==> src/rtl/cgr_pkg.sv <==
package cgr_pkg;
  // select byte format fixes two counters of three channels per group
  localparam int CTRS_PER_GRP = 2;
  localparam int CH_PER_CTR   = 3;
  localparam int CH_PER_GRP   = CTRS_PER_GRP * CH_PER_CTR;
  localparam int SRC_W        = 5;

  typedef logic [SRC_W-1:0] src_t;

  localparam src_t CLK_SRC_PIN   = 5'd0;
  localparam src_t CLK_SRC_FAST  = 5'd11;
  localparam src_t GATE_SRC_HIGH = 5'd0;
  localparam src_t GATE_SRC_PIN  = 5'd1;
  localparam logic [1:0] CH_FIELD_NONE = 2'd3;

  // reassemble the split source number from a select byte
  function automatic src_t unpack_src(input logic [7:0] b, input logic wide);
    return wide ? {b[7:6], b[2:0]} : {2'b00, b[2:0]};
  endfunction
endpackage

==> src/rtl/cgr_div_stage.sv <==
module cgr_div_stage #(
  parameter int DIV = 10
) (
  input  logic clk,
  input  logic rst_n,
  input  logic in_tick,
  output logic out_tick
);
  localparam int CW = (DIV > 1) ? $clog2(DIV) : 1;
  localparam logic [CW-1:0] LAST = CW'(DIV - 1);

  logic [CW-1:0] cnt_q;

  assign out_tick = in_tick && (cnt_q == LAST);

  always_ff @(posedge clk) begin
    if (!rst_n)       cnt_q <= '0;
    else if (in_tick) cnt_q <= (cnt_q == LAST) ? '0 : cnt_q + 1'b1;
  end

  AST_CNT_RANGE: assert property (@(posedge clk) disable iff (!rst_n)
    cnt_q <= LAST);

  if (DIV > 1) begin : g_gap
    AST_TICK_GAP: assert property (@(posedge clk) disable iff (!rst_n)
      out_tick |=> !out_tick);
  end
endmodule

==> src/rtl/cgr_prescaler.sv <==
module cgr_prescaler #(
  parameter int FIRST_DIV   = 2,
  parameter int DECADE_DIV  = 10,
  parameter int NUM_DECADES = 4,
  localparam int NUM_REF    = NUM_DECADES + 2
) (
  input  logic               clk,
  input  logic               rst_n,
  output logic [NUM_REF-1:0] ref_tick
);
  // ref_tick[0] is the master rate, each further bit a slower tap
  assign ref_tick[0] = 1'b1;

  cgr_div_stage #(.DIV(FIRST_DIV)) u_first (
    .clk(clk), .rst_n(rst_n), .in_tick(ref_tick[0]), .out_tick(ref_tick[1])
  );

  for (genvar g = 0; g < NUM_DECADES; g++) begin : g_dec
    cgr_div_stage #(.DIV(DECADE_DIV)) u_stage (
      .clk(clk), .rst_n(rst_n), .in_tick(ref_tick[g+1]), .out_tick(ref_tick[g+2])
    );
  end
endmodule

==> src/rtl/cgr_wr_decode.sv <==
module cgr_wr_decode
  import cgr_pkg::*;
#(
  parameter int NUM_GROUPS = 3,
  parameter int ADDR_W     = 9,
  parameter int ADDR_SHIFT = 0,
  parameter int CLK_BASE   = 24,
  parameter int ENH_OFF    = 32,
  localparam int NCH       = NUM_GROUPS * CH_PER_GRP,
  localparam int GATE_BASE = CLK_BASE + NUM_GROUPS
) (
  input  logic              clk,
  input  logic              rst_n,
  input  logic              wr_en,
  input  logic [ADDR_W-1:0] wr_addr,
  input  logic [7:0]        wr_data,
  output logic [NCH-1:0]    clk_hit,
  output logic [NCH-1:0]    gate_hit,
  output src_t              wr_src,
  output logic              enh_o
);
  logic [ADDR_W-1:0] off;
  logic              aligned;
  int                off_i;
  logic              in_clk, in_gate, ch_ok;
  int                grp_i, tgt_i;
  logic              enh_q;

  assign off     = wr_addr >> ADDR_SHIFT;
  assign aligned = ((off << ADDR_SHIFT) == wr_addr);
  assign off_i   = int'(off);
  assign in_clk  = aligned && (off_i >= CLK_BASE)  && (off_i < CLK_BASE + NUM_GROUPS);
  assign in_gate = aligned && (off_i >= GATE_BASE) && (off_i < GATE_BASE + NUM_GROUPS);
  assign ch_ok   = (wr_data[4:3] != CH_FIELD_NONE);
  assign grp_i   = in_clk ? (off_i - CLK_BASE) : (off_i - GATE_BASE);
  assign tgt_i   = grp_i * CH_PER_GRP + (wr_data[5] ? CH_PER_CTR : 0) + int'(wr_data[4:3]);
  assign wr_src  = unpack_src(wr_data, enh_q);
  assign enh_o   = enh_q;

  always_comb begin
    clk_hit  = '0;
    gate_hit = '0;
    if (wr_en && ch_ok) begin
      for (int i = 0; i < NCH; i++) begin
        if (in_clk  && tgt_i == i) clk_hit[i]  = 1'b1;
        if (in_gate && tgt_i == i) gate_hit[i] = 1'b1;
      end
    end
  end

  always_ff @(posedge clk) begin
    if (!rst_n) enh_q <= 1'b0;
    else if (wr_en && aligned && off_i == ENH_OFF) enh_q <= (wr_data == 8'h01);
  end

  AST_ONE_TARGET: assert property (@(posedge clk) disable iff (!rst_n)
    $onehot0({clk_hit, gate_hit}));
endmodule

==> src/rtl/cgr_sel_regs.sv <==
module cgr_sel_regs
  import cgr_pkg::*;
#(
  parameter int NCH = 18
) (
  input  logic                      clk,
  input  logic                      rst_n,
  input  logic [NCH-1:0]            clk_hit,
  input  logic [NCH-1:0]            gate_hit,
  input  src_t                      wr_src,
  input  logic                      enh,
  output logic [NCH-1:0][SRC_W-1:0] clk_sel,
  output logic [NCH-1:0][SRC_W-1:0] gate_sel
);
  for (genvar i = 0; i < NCH; i++) begin : g_ch
    always_ff @(posedge clk) begin
      if (!rst_n) begin
        clk_sel[i]  <= CLK_SRC_PIN;
        gate_sel[i] <= GATE_SRC_HIGH;
      end else begin
        if (clk_hit[i])  clk_sel[i]  <= wr_src;
        if (gate_hit[i]) gate_sel[i] <= wr_src;
      end
    end

    AST_NARROW_CLK: assert property (@(posedge clk) disable iff (!rst_n)
      (clk_hit[i] && !enh) |=> (clk_sel[i][4:3] == 2'b00));
    AST_NARROW_GATE: assert property (@(posedge clk) disable iff (!rst_n)
      (gate_hit[i] && !enh) |=> (gate_sel[i][4:3] == 2'b00));
  end

  AST_HOLD_CLK: assert property (@(posedge clk) disable iff (!rst_n)
    !(|clk_hit) |=> $stable(clk_sel));
  AST_HOLD_GATE: assert property (@(posedge clk) disable iff (!rst_n)
    !(|gate_hit) |=> $stable(gate_sel));
endmodule

==> src/rtl/cgr_route.sv <==
module cgr_route
  import cgr_pkg::*;
#(
  parameter int NCH     = 18,
  parameter int NUM_REF = 6
) (
  input  logic [NCH-1:0][SRC_W-1:0] clk_sel,
  input  logic [NCH-1:0][SRC_W-1:0] gate_sel,
  input  logic [NUM_REF-1:0]        ref_tick,
  input  logic [NCH-1:0]            ext_clk,
  input  logic [NCH-1:0]            ext_gate,
  output logic [NCH-1:0]            ctr_clk_en,
  output logic [NCH-1:0]            ctr_gate
);
  for (genvar i = 0; i < NCH; i++) begin : g_ch
    always_comb begin
      ctr_clk_en[i] = 1'b0;
      if (clk_sel[i] == CLK_SRC_PIN)       ctr_clk_en[i] = ext_clk[i];
      else if (clk_sel[i] == CLK_SRC_FAST) ctr_clk_en[i] = ref_tick[0];
      else begin
        for (int k = 1; k < NUM_REF; k++) begin
          if (clk_sel[i] == src_t'(k)) ctr_clk_en[i] = ref_tick[k];
        end
      end
    end

    always_comb begin
      unique case (gate_sel[i])
        GATE_SRC_HIGH: ctr_gate[i] = 1'b1;
        GATE_SRC_PIN:  ctr_gate[i] = ext_gate[i];
        default:       ctr_gate[i] = 1'b0;
      endcase
    end
  end
endmodule

==> src/rtl/cgr_routing_matrix.sv <==
module cgr_routing_matrix
  import cgr_pkg::*;
#(
  parameter int NUM_GROUPS  = 3,
  parameter int ADDR_W      = 9,
  parameter int ADDR_SHIFT  = 0,
  parameter int CLK_BASE    = 24,
  parameter int ENH_OFF     = 32,
  parameter int FIRST_DIV   = 2,
  parameter int DECADE_DIV  = 10,
  parameter int NUM_DECADES = 4,
  localparam int NCH        = NUM_GROUPS * CH_PER_GRP,
  localparam int CHAN_W     = $clog2(NCH),
  localparam int NUM_REF    = NUM_DECADES + 2
) (
  input  logic              clk,
  input  logic              rst_n,
  input  logic              wr_en,
  input  logic [ADDR_W-1:0] wr_addr,
  input  logic [7:0]        wr_data,
  input  logic [NCH-1:0]    ext_clk,
  input  logic [NCH-1:0]    ext_gate,
  output logic [NCH-1:0]    ctr_clk_en,
  output logic [NCH-1:0]    ctr_gate,
  input  logic [CHAN_W-1:0] rd_chan,
  output logic [SRC_W-1:0]  rd_clk_src,
  output logic [SRC_W-1:0]  rd_gate_src
);
  logic [NCH-1:0]            clk_hit, gate_hit;
  src_t                      wr_src;
  logic                      enh;
  logic [NCH-1:0][SRC_W-1:0] clk_sel, gate_sel;
  logic [NUM_REF-1:0]        ref_tick;

  cgr_prescaler #(
    .FIRST_DIV(FIRST_DIV), .DECADE_DIV(DECADE_DIV), .NUM_DECADES(NUM_DECADES)
  ) u_presc (
    .clk(clk), .rst_n(rst_n), .ref_tick(ref_tick)
  );

  cgr_wr_decode #(
    .NUM_GROUPS(NUM_GROUPS), .ADDR_W(ADDR_W), .ADDR_SHIFT(ADDR_SHIFT),
    .CLK_BASE(CLK_BASE), .ENH_OFF(ENH_OFF)
  ) u_dec (
    .clk(clk), .rst_n(rst_n), .wr_en(wr_en), .wr_addr(wr_addr), .wr_data(wr_data),
    .clk_hit(clk_hit), .gate_hit(gate_hit), .wr_src(wr_src), .enh_o(enh)
  );

  cgr_sel_regs #(.NCH(NCH)) u_regs (
    .clk(clk), .rst_n(rst_n), .clk_hit(clk_hit), .gate_hit(gate_hit),
    .wr_src(wr_src), .enh(enh), .clk_sel(clk_sel), .gate_sel(gate_sel)
  );

  cgr_route #(.NCH(NCH), .NUM_REF(NUM_REF)) u_route (
    .clk_sel(clk_sel), .gate_sel(gate_sel), .ref_tick(ref_tick),
    .ext_clk(ext_clk), .ext_gate(ext_gate),
    .ctr_clk_en(ctr_clk_en), .ctr_gate(ctr_gate)
  );

  always_comb begin
    rd_clk_src  = '0;
    rd_gate_src = '0;
    for (int i = 0; i < NCH; i++) begin
      if (rd_chan == CHAN_W'(i)) begin
        rd_clk_src  = clk_sel[i];
        rd_gate_src = gate_sel[i];
      end
    end
  end

  AST_CH3_IGNORED: assert property (@(posedge clk) disable iff (!rst_n)
    (wr_en && wr_data[4:3] == CH_FIELD_NONE) |=> ($stable(clk_sel) && $stable(gate_sel)));
  AST_FAST_EVERY_CYCLE: assert property (@(posedge clk) disable iff (!rst_n)
    ref_tick[0]);
endmodule

==> config.mk <==
export PLATFORM = sky130hd
export DESIGN_NAME = cgr_routing_matrix
export DESIGN_NICKNAME = d
export VERILOG_FILES = /design/src/rtl/cgr_pkg.sv /design/src/rtl/cgr_div_stage.sv /design/src/rtl/cgr_prescaler.sv /design/src/rtl/cgr_wr_decode.sv /design/src/rtl/cgr_sel_regs.sv /design/src/rtl/cgr_route.sv /design/src/rtl/cgr_routing_matrix.sv
export SDC_FILE = /design/constraint.sdc
export NUM_CORES = 1
export LEC_CHECK = 0
export BUFFER_PORTS_ARGS = -buffer_cell sky130_fd_sc_hd__buf_2
export CORE_MARGIN = 5
export CORE_UTILIZATION = 55
export DETAILED_ROUTE_END_ITERATION = 12
export GPL_TIMING_DRIVEN = 0
export PLACE_DENSITY_LB_ADDON = 0.3
export SLEW_MARGIN = 20
export SYNTH_ARGS = -nofsm -noshare
export SYNTH_HDL_FRONTEND = slang
export SYNTH_SLANG_ARGS = --single-unit
==> constraint.sdc <==
create_clock -name clk -period 6.4 [get_ports clk]
set_clock_uncertainty 0.1 [all_clocks]
set_input_delay 0.96 -clock clk [delete_from_list [all_inputs] [get_ports clk]]
set_output_delay 0.96 -clock clk [all_outputs]
set_load 0.05 [all_outputs]
==> reports/metrics.yaml, run 1 <==
outcome: "finished, final reports clean"
cap_violations: 0
viasPerCell: 6.406
p_seq_share_pct: 44.1
layout_common_cells: "nand2_1, dfxtp_1, mux2i_1, buf_2, nor2_1"
path_class: "in2reg"
gp_congestion: 1.004
rsz0062_at_grt: "true"
overflow: 0
syn_inst: 1587
crit_start: "wr_addr[3]"
register_area_um2: 3964
cp_num_buf_inv: 5
synth_area_per_cell_um2: 8.041
switching_power_mw: 0.8776
drive_above_1_share_pct: 13.36
wl_um: 44190
yosysSeqAreaShare_pct: 31.06
die_y_um: 162.3
pwr-share-comb_pct: 18.3
finalHoldViolCount: 0
clockRootBuffer: "clkbuf_16"
fmax_mhz: 159.8
crit_path_end_kind: "flip-flop"
synth_top_area_share_pct: 31.06
routedWlPerCell_um: 21.57
arrival_ns: 6.50
fin_nets: 1816
post-route-period-util_pct: 97.76
clk_path_buf_depth: 2
finalSetupViolCount: 0
fill_cells: 1927
io_buffer_count: 104
coreArea_um2: 22780
worst-path-max-fanout: 10
p_leak_nw: 5.794
ys_ff_latch: 198
max-vdd-ir-drop_v: 0.0001839
fin_util_pct: 64.31
first_pass_iters: 7
grt_pass1_wl_um: 66230
clkSinkCount: 198
die_area_um2: 26350
path_clk_slew_ns: 0.08
drv_slew: 0
power_mw: 2.802
pin_count: 107
r2r_cells: 8
die_x_um: 162.3
p_clk_share_pct: 37.7
worstMarginPinSlew_ns: 1.213
hold_class: "reg2reg"
swShare_pct: 31.32
critPathMaxStageDelay_ns: 0.52
yosys_most_used_dff: "dfxtp_1"
period_needed_ns: 6.257
min-delay-start: "u_regs.gate_sel[11]"
cp_slowest_cell: "or4_1"
crit_family: "simple AND/OR/NAND/NOR gates"
dr_total_vias: 13130
synthArstFlopShare_pct: 0
n_antenna_cell: 0
hpwl_um: 32490
multiInputGateArea_um2: 8332
yosys-top-cells-area: "dfxtp_1, mux2i_1, nand2_1, a21oi_1, nor2_1"
grtUsageTotal_pct: 31.92
worstSetupPathDepth: 26
first_iter_violations: 1981
ys_types: 75
synth_top_area_cell: "dfxtp_1"
syn_to_final_growth_pct: 14.79
power.internal_mw: 1.924
post-route-drc-count: 0
layout_commonest_cell: "nand2_1"
reg2reg_from: "u_presc.g_dec[0].u_stage.cnt_q[3]"
tritoncts: "done"
start_util_pct: 56.02
synth_area_um2: 12760
startpoint_type: "input port"
htreeDepth: 4
worstPathRequired_ns: 6.64
drtAntennaViolNets: 0
holdPathStages: 2
synthesis.nets: 1680
slew-limit-headroom_pct: 18.50
powerDensity_nw_per_um2: 191.3
first_global_vias: 12050
grt_antenna_before_repair: 0
clock_latency_ns: 0.45
synth_edf_count: 0
synth_warnings: 0
grt_max_degree: 20
numCtsBuffers: 17
std_cell_rows: 55
[synthesized netlist by cell type, drive strengths merged (4+ instances only)]
cell / count
dfxtp: 198
a222oi: 10
and3: 7
o21ai: 56
a41oi: 12
nor4bb: 4
and2: 11
nand4: 18
nand2b: 17
nor4: 10
or4b: 6
nand3b: 4
nor3b: 9
nor2b: 30
a211oi: 21
or4: 29
a21boi: 8
xor2: 9
a31oi: 13
buf: 26
a221o: 4
ha: 29
nand3: 48
a22oi: 12
nor4b: 8
o221ai: 11
xnor2: 15
clkbuf: 81
nor3: 43
o211ai: 4
a32oi: 14
mux2: 9
o22ai: 25
nand2: 262
a21oi: 85
nor2: 113
mux2i: 190
a221oi: 6
inv: 57
a21o: 4
or3: 28
[cell families after synthesis]
| family | after synthesis | share of synthesized area [%] |
|---|---|---|
| AOI/OAI and AO/OA | 311 | 16.28 |
| DFF | 198 | 31.06 |
| xor gates and xnor gates | 24 | 1.647 |
| and+or+nand+nor | 656 | 26.34 |
| muxes | 202 | 16.26 |
| adders and majority gates | 32 | 3.314 |
| buffers and inverters | 164 | 5.108 |
[path summary, 6_finish.rpt]
kind / endpoint / slack (ns)
setup / recovery: u_regs.gate_sel[44] / 0.14
hold / removal: u_regs.gate_sel[11] / 0.38
setup reg to reg: u_presc.g_dec[3].u_stage.cnt_q[3] / 3.48
hold reg to reg: u_regs.gate_sel[11] / 0.38
[layout make-up]
cell class	count	area share (%)
Buffer	104	2.990
Tap cell	313	2.674
Clock inverter	13	0.9396
Clock buffer	19	2.955
Sequential cell	198	27.06
Timing Repair Buffer	120	5.040
Multi-Input combinational cell	1225	56.88
Inverter	57	1.461
[worst register-to-register path, delay by kind of cell (launching register included)]
family,cells,cell delay (ns)
DFF,1,0.41
buffers and inverters,1,0.45
AOI/OAI and AO/OA,2,0.24
and+or+nand+nor,5,1.65
[power by group through the flow]
stage	clock [mW]	sequential, mW	combinational, mW
final	1.06	1.24	0.512
after global routing	1.10	1.24	0.556
after CTS	1.05	1.24	0.485
after detailed placement	0	1.26	0.476
after global placement	0	1.26	0.470
after floorplan	0	1.26	0.346
[layer usage]
layer | GRT usage, % | vias to the layer above | wire length, µm
met2 | 51.42 | 815 | 20130
met5 | 0 | - | 0
met3 | 5.202 | 164 | 4652
li1 | - | 6045 | -
met4 | 14.88 | 0 | 2157
met1 | 41.97 | 6101 | 17260
[repair_timing]
| item | in CTS | in global routing |
|---|---|---|
| setup buffers | 4 | 11 |
| setup endpoints to repair | 180 | 180 |
| hold buffers | 0 | 0 |
| pin swaps | 6 | 13 |
| gates resized for setup | 15 | 29 |
[stage by stage]
stage          TNS [ns]  hold WS, ns  worst slack [ns]  cells  cell area [µm²]
4_1_cts               0       0.3748           0.02879   2041            14360
6_report              0       0.3773            0.1431   2049            14650
5_1_grt         -0.6926       0.3953          -0.07708   2049            14650
3_3_place_gp    -141.74       0.3526           -0.9433   2004            13670
3_5_place_dp    -168.90       0.3651            -1.114   2005            13680
2_1_floorplan         0       0.3390           0.01584   1587            12760
[registers in the layout, summed over array words and instances, names as in the netlist]
signal / flops
u_presc.g_dec.u_stage.cnt_q: 16
u_regs.gate_sel: 90
u_presc.u_first.cnt_q: 1
u_dec.enh_o: 1
u_regs.clk_sel: 90
Power figures use the tool's default switching activity.
==> run 2, diff against run 1 <==
--- a/config.mk
+++ b/config.mk
@@ -7,11 +7,12 @@
 export LEC_CHECK = 0
 export BUFFER_PORTS_ARGS = -buffer_cell sky130_fd_sc_hd__buf_2
 export CORE_MARGIN = 5
-export CORE_UTILIZATION = 55
+export CORE_UTILIZATION = 56
 export DETAILED_ROUTE_END_ITERATION = 12
 export GPL_TIMING_DRIVEN = 0
 export PLACE_DENSITY_LB_ADDON = 0.3
 export SLEW_MARGIN = 20
 export SYNTH_ARGS = -nofsm -noshare
 export SYNTH_HDL_FRONTEND = slang
+export SYNTH_HIERARCHICAL = 1
 export SYNTH_SLANG_ARGS = --single-unit
==> run 2 against run 1 <==
The run now ends with negative setup slack left. Synthesized area up 11%. Register-to-register slack worse by 0.40 ns. Critical path depth up 2. Non-clock buffer count up 59. Global-route usage up 0.83 points. Combinational power up 81%. Sequential share of layout area down 4.1 points. Clock-buffer cell count down 1.
==> reports/metrics.yaml, run 2 <==
outcome: "finished, violations left"
violations: "negative setup slack"
swShare_pct: 34.90
fill_cells: 1941
synth_top_area_share_pct: 27.95
synthAdderAreaFrac_pct: 2.982
routedWlPerCell_um: 23.85
final_area_um2: 17280
fin_nets: 1858
coreArea_um2: 25040
worstPathRequired_ns: 6.62
synth_warnings: 6
slew-limit-headroom_pct: 11.06
grtUsageTotal_pct: 32.74
clkSinkCount: 198
setup_ws_ns: -0.1289
viasPerCell: 6.443
tritoncts: "done"
grt_pass1_wl_um: 73530
io_buffer_count: 102
synth-simple-area-share_pct: 26.27
final_cells: 2110
grt_max_degree: 24
synth_area_um2: 14180
syn_inst: 1593
clockRootBuffer: "clkbuf_16"
powerDensity_nw_per_um2: 188.0
p_seq_share_pct: 38.0
timing.hold.ws_ns: 0.4163
finalSetupViolCount: 30
cap_violations: 0
synth_top_family_by_area: "simple AND/OR/NAND/NOR gates"
first_iter_violations: 1482
power_mw: 3.248
drtAntennaViolNets: 0
synth_most_common_cell: "mux2i_1"
ys_ff_latch: 198
max-vdd-ir-drop_v: 0.0001993
clk_path_buf_depth: 2
fmax_mhz: 153.2
place_area_um2: 15410
pin_count: 107
worstMarginPinSlew_ns: 1.329
r2r_slack_ns: 3.08
hold_class: "reg2reg"
switching_power_mw: 1.134
std_cell_rows: 58
first_global_vias: 12890
synth_edf_count: 0
post-route-period-util_pct: 102.0
ys_types: 93
cp_slowest_cell: "or4_4"
p_clk_share_pct: 33.5
synthTopCellsByCount: "mux2i_1, dfxtp_1, nor2b_1"
first_pass_iters: 8
numCtsBuffers: 17
start_util_pct: 56.65
period_needed_ns: 6.529
hpwl_um: 34890
drive_above_1_share_pct: 26.60
dr_total_vias: 13590
syn_to_final_growth_pct: 21.82
synthArstFlopShare_pct: 0
synth_area_per_cell_um2: 8.903
die_area_um2: 28610
tns_ns: -0.7336
synth_compound_area_share_pct: 16.97
arrival_ns: 6.75
startpoint_type: "input port"
die_y_um: 169.1
synthXorXnorAreaFrac_pct: 1.482
largestRegisters: "u_regs/clk_sel: 90 flops, u_regs/gate_sel: 90 flops, u_presc/g_dec.u_stage/cnt_q: 16 flops"
rsz0062_at_grt: "true"
wl_um: 50310
layout_commonest_cell: "mux2i_1"
critPathMaxStageDelay_ns: 0.44
worst-path-max-fanout: 6
p_leak_nw: 6.218
htreeDepth: 4
pwr-share-comb_pct: 28.6
post-route-drc-count: 0
clock_latency_ns: 0.45
power.internal_mw: 2.115
gp_congestion: 1.017
path_class: "in2reg"
yosysSeqAreaShare_pct: 27.95
yosys_most_used_dff: "dfxtp_1"
synth_top_area_cell: "dfxtp_1"
path_clk_slew_ns: 0.09
yosys-top-cells-area: "dfxtp_1, mux2i_1, nor2b_1, ha_1, buf_2"
overflow: 0
dp.cells: 2028
crit_path_end_kind: "flip-flop"
finalHoldViolCount: 0
grt_antenna_before_repair: 2
die_x_um: 169.1
drv_slew: 0
layout_common_cells: "mux2i_1, dfxtp_1, nor2b_1, buf_2, nand2_1"
synth_mux_area_share_pct: 16.43
==> run 2: timing repair <==
action | in CTS | in global routing
pin swaps | 21 | 21
resized for setup | 55 | 130
hold buffers | 0 | 0
gates cloned | 1 | 1
setup buffers | 26 | 21
endpoints found under the setup margin | 198 | 197
==> run 2: logic make-up (layout without fill, tap and decap cells) <==
logic type	after synthesis	in the layout
other cells	1	5
simple gates	603	604
mux	230	230
compound gates	303	303
flops	198	198
xor+xnor	24	24
fa+ha+maj	32	32
buf+inv	202	384
==> run 2: cell type report <==
class | instances | area [µm²] | share of cell area, %
Inverter | 69 | 259.0 | 1.499
Clock buffer | 18 | 429.2 | 2.484
Sequential cell | 198 | 3964 | 22.94
Clock inverter | 14 | 158.9 | 0.9198
Multi-Input combinational cell | 1196 | 9993 | 57.84
Tap cell | 330 | 412.9 | 2.390
Antenna cell | 2 | 5.005 | 0.02897
Timing Repair Buffer | 151 | 1015 | 5.873
Buffer | 132 | 1040 | 6.018
==> run 2: critical path, delay by kind of cell <==
kind	cells	cell delay (ns)
AND/OR/NAND/NOR	11	2.23
AO/OA/AOI/OAI	5	1.30
adder cells (fa/ha/maj)	4	0.98
buffers and inverters	6	0.89
multiplexers	1	0.26
XOR/XNOR	1	0.14
==> run 2: worst paths after layout <==
path	cells past startpoint	to	startpoint
worst max-delay path	28	u_regs/gate_sel[84]	wr_addr[1]
worst min-delay path	2	u_presc/g_dec[1].u_stage/cnt_q[3]	u_presc/g_dec[1].u_stage/cnt_q[3]
worst max register to register	11	u_presc/g_dec[3].u_stage/cnt_q[3]	u_presc/u_first/cnt_q
worst min register to register	2	u_presc/g_dec[1].u_stage/cnt_q[3]	u_presc/g_dec[1].u_stage/cnt_q[3]
==> run 2: power groups by stage <==
| stage | sequential, mW | combinational (mW) | clock [mW] |
|---|---|---|---|
| 6_report | 1.23 | 0.928 | 1.09 |
| 3_3_place_gp | 1.26 | 0.664 | 0 |
| 3_5_place_dp | 1.26 | 0.677 | 0 |
| 4_1_cts | 1.23 | 0.782 | 1.09 |
| 5_1_grt | 1.23 | 0.974 | 1.14 |
| 2_1_floorplan | 1.26 | 0.512 | 0 |
==> run 2: metal layers <==
metal  share of wire, %  GRT usage [%]  up-vias
met5                  0              0        -
met4                5.3          15.09        0
met3                9.5          5.567      164
met2                 45          51.87      794
met1                 40          43.84     6548
li1                   -              -     6088
==> run 2: stage by stage <==
step / setup WS [ns] / utilization [%]
detailed placement: -1.360 / 61.57
global route: -0.2421 / 69.01
finish: -0.1289 / 69.01
global placement: -1.478 / 61.48
floorplan: -0.1013 / -
CTS: 0.0006377 / 66.15
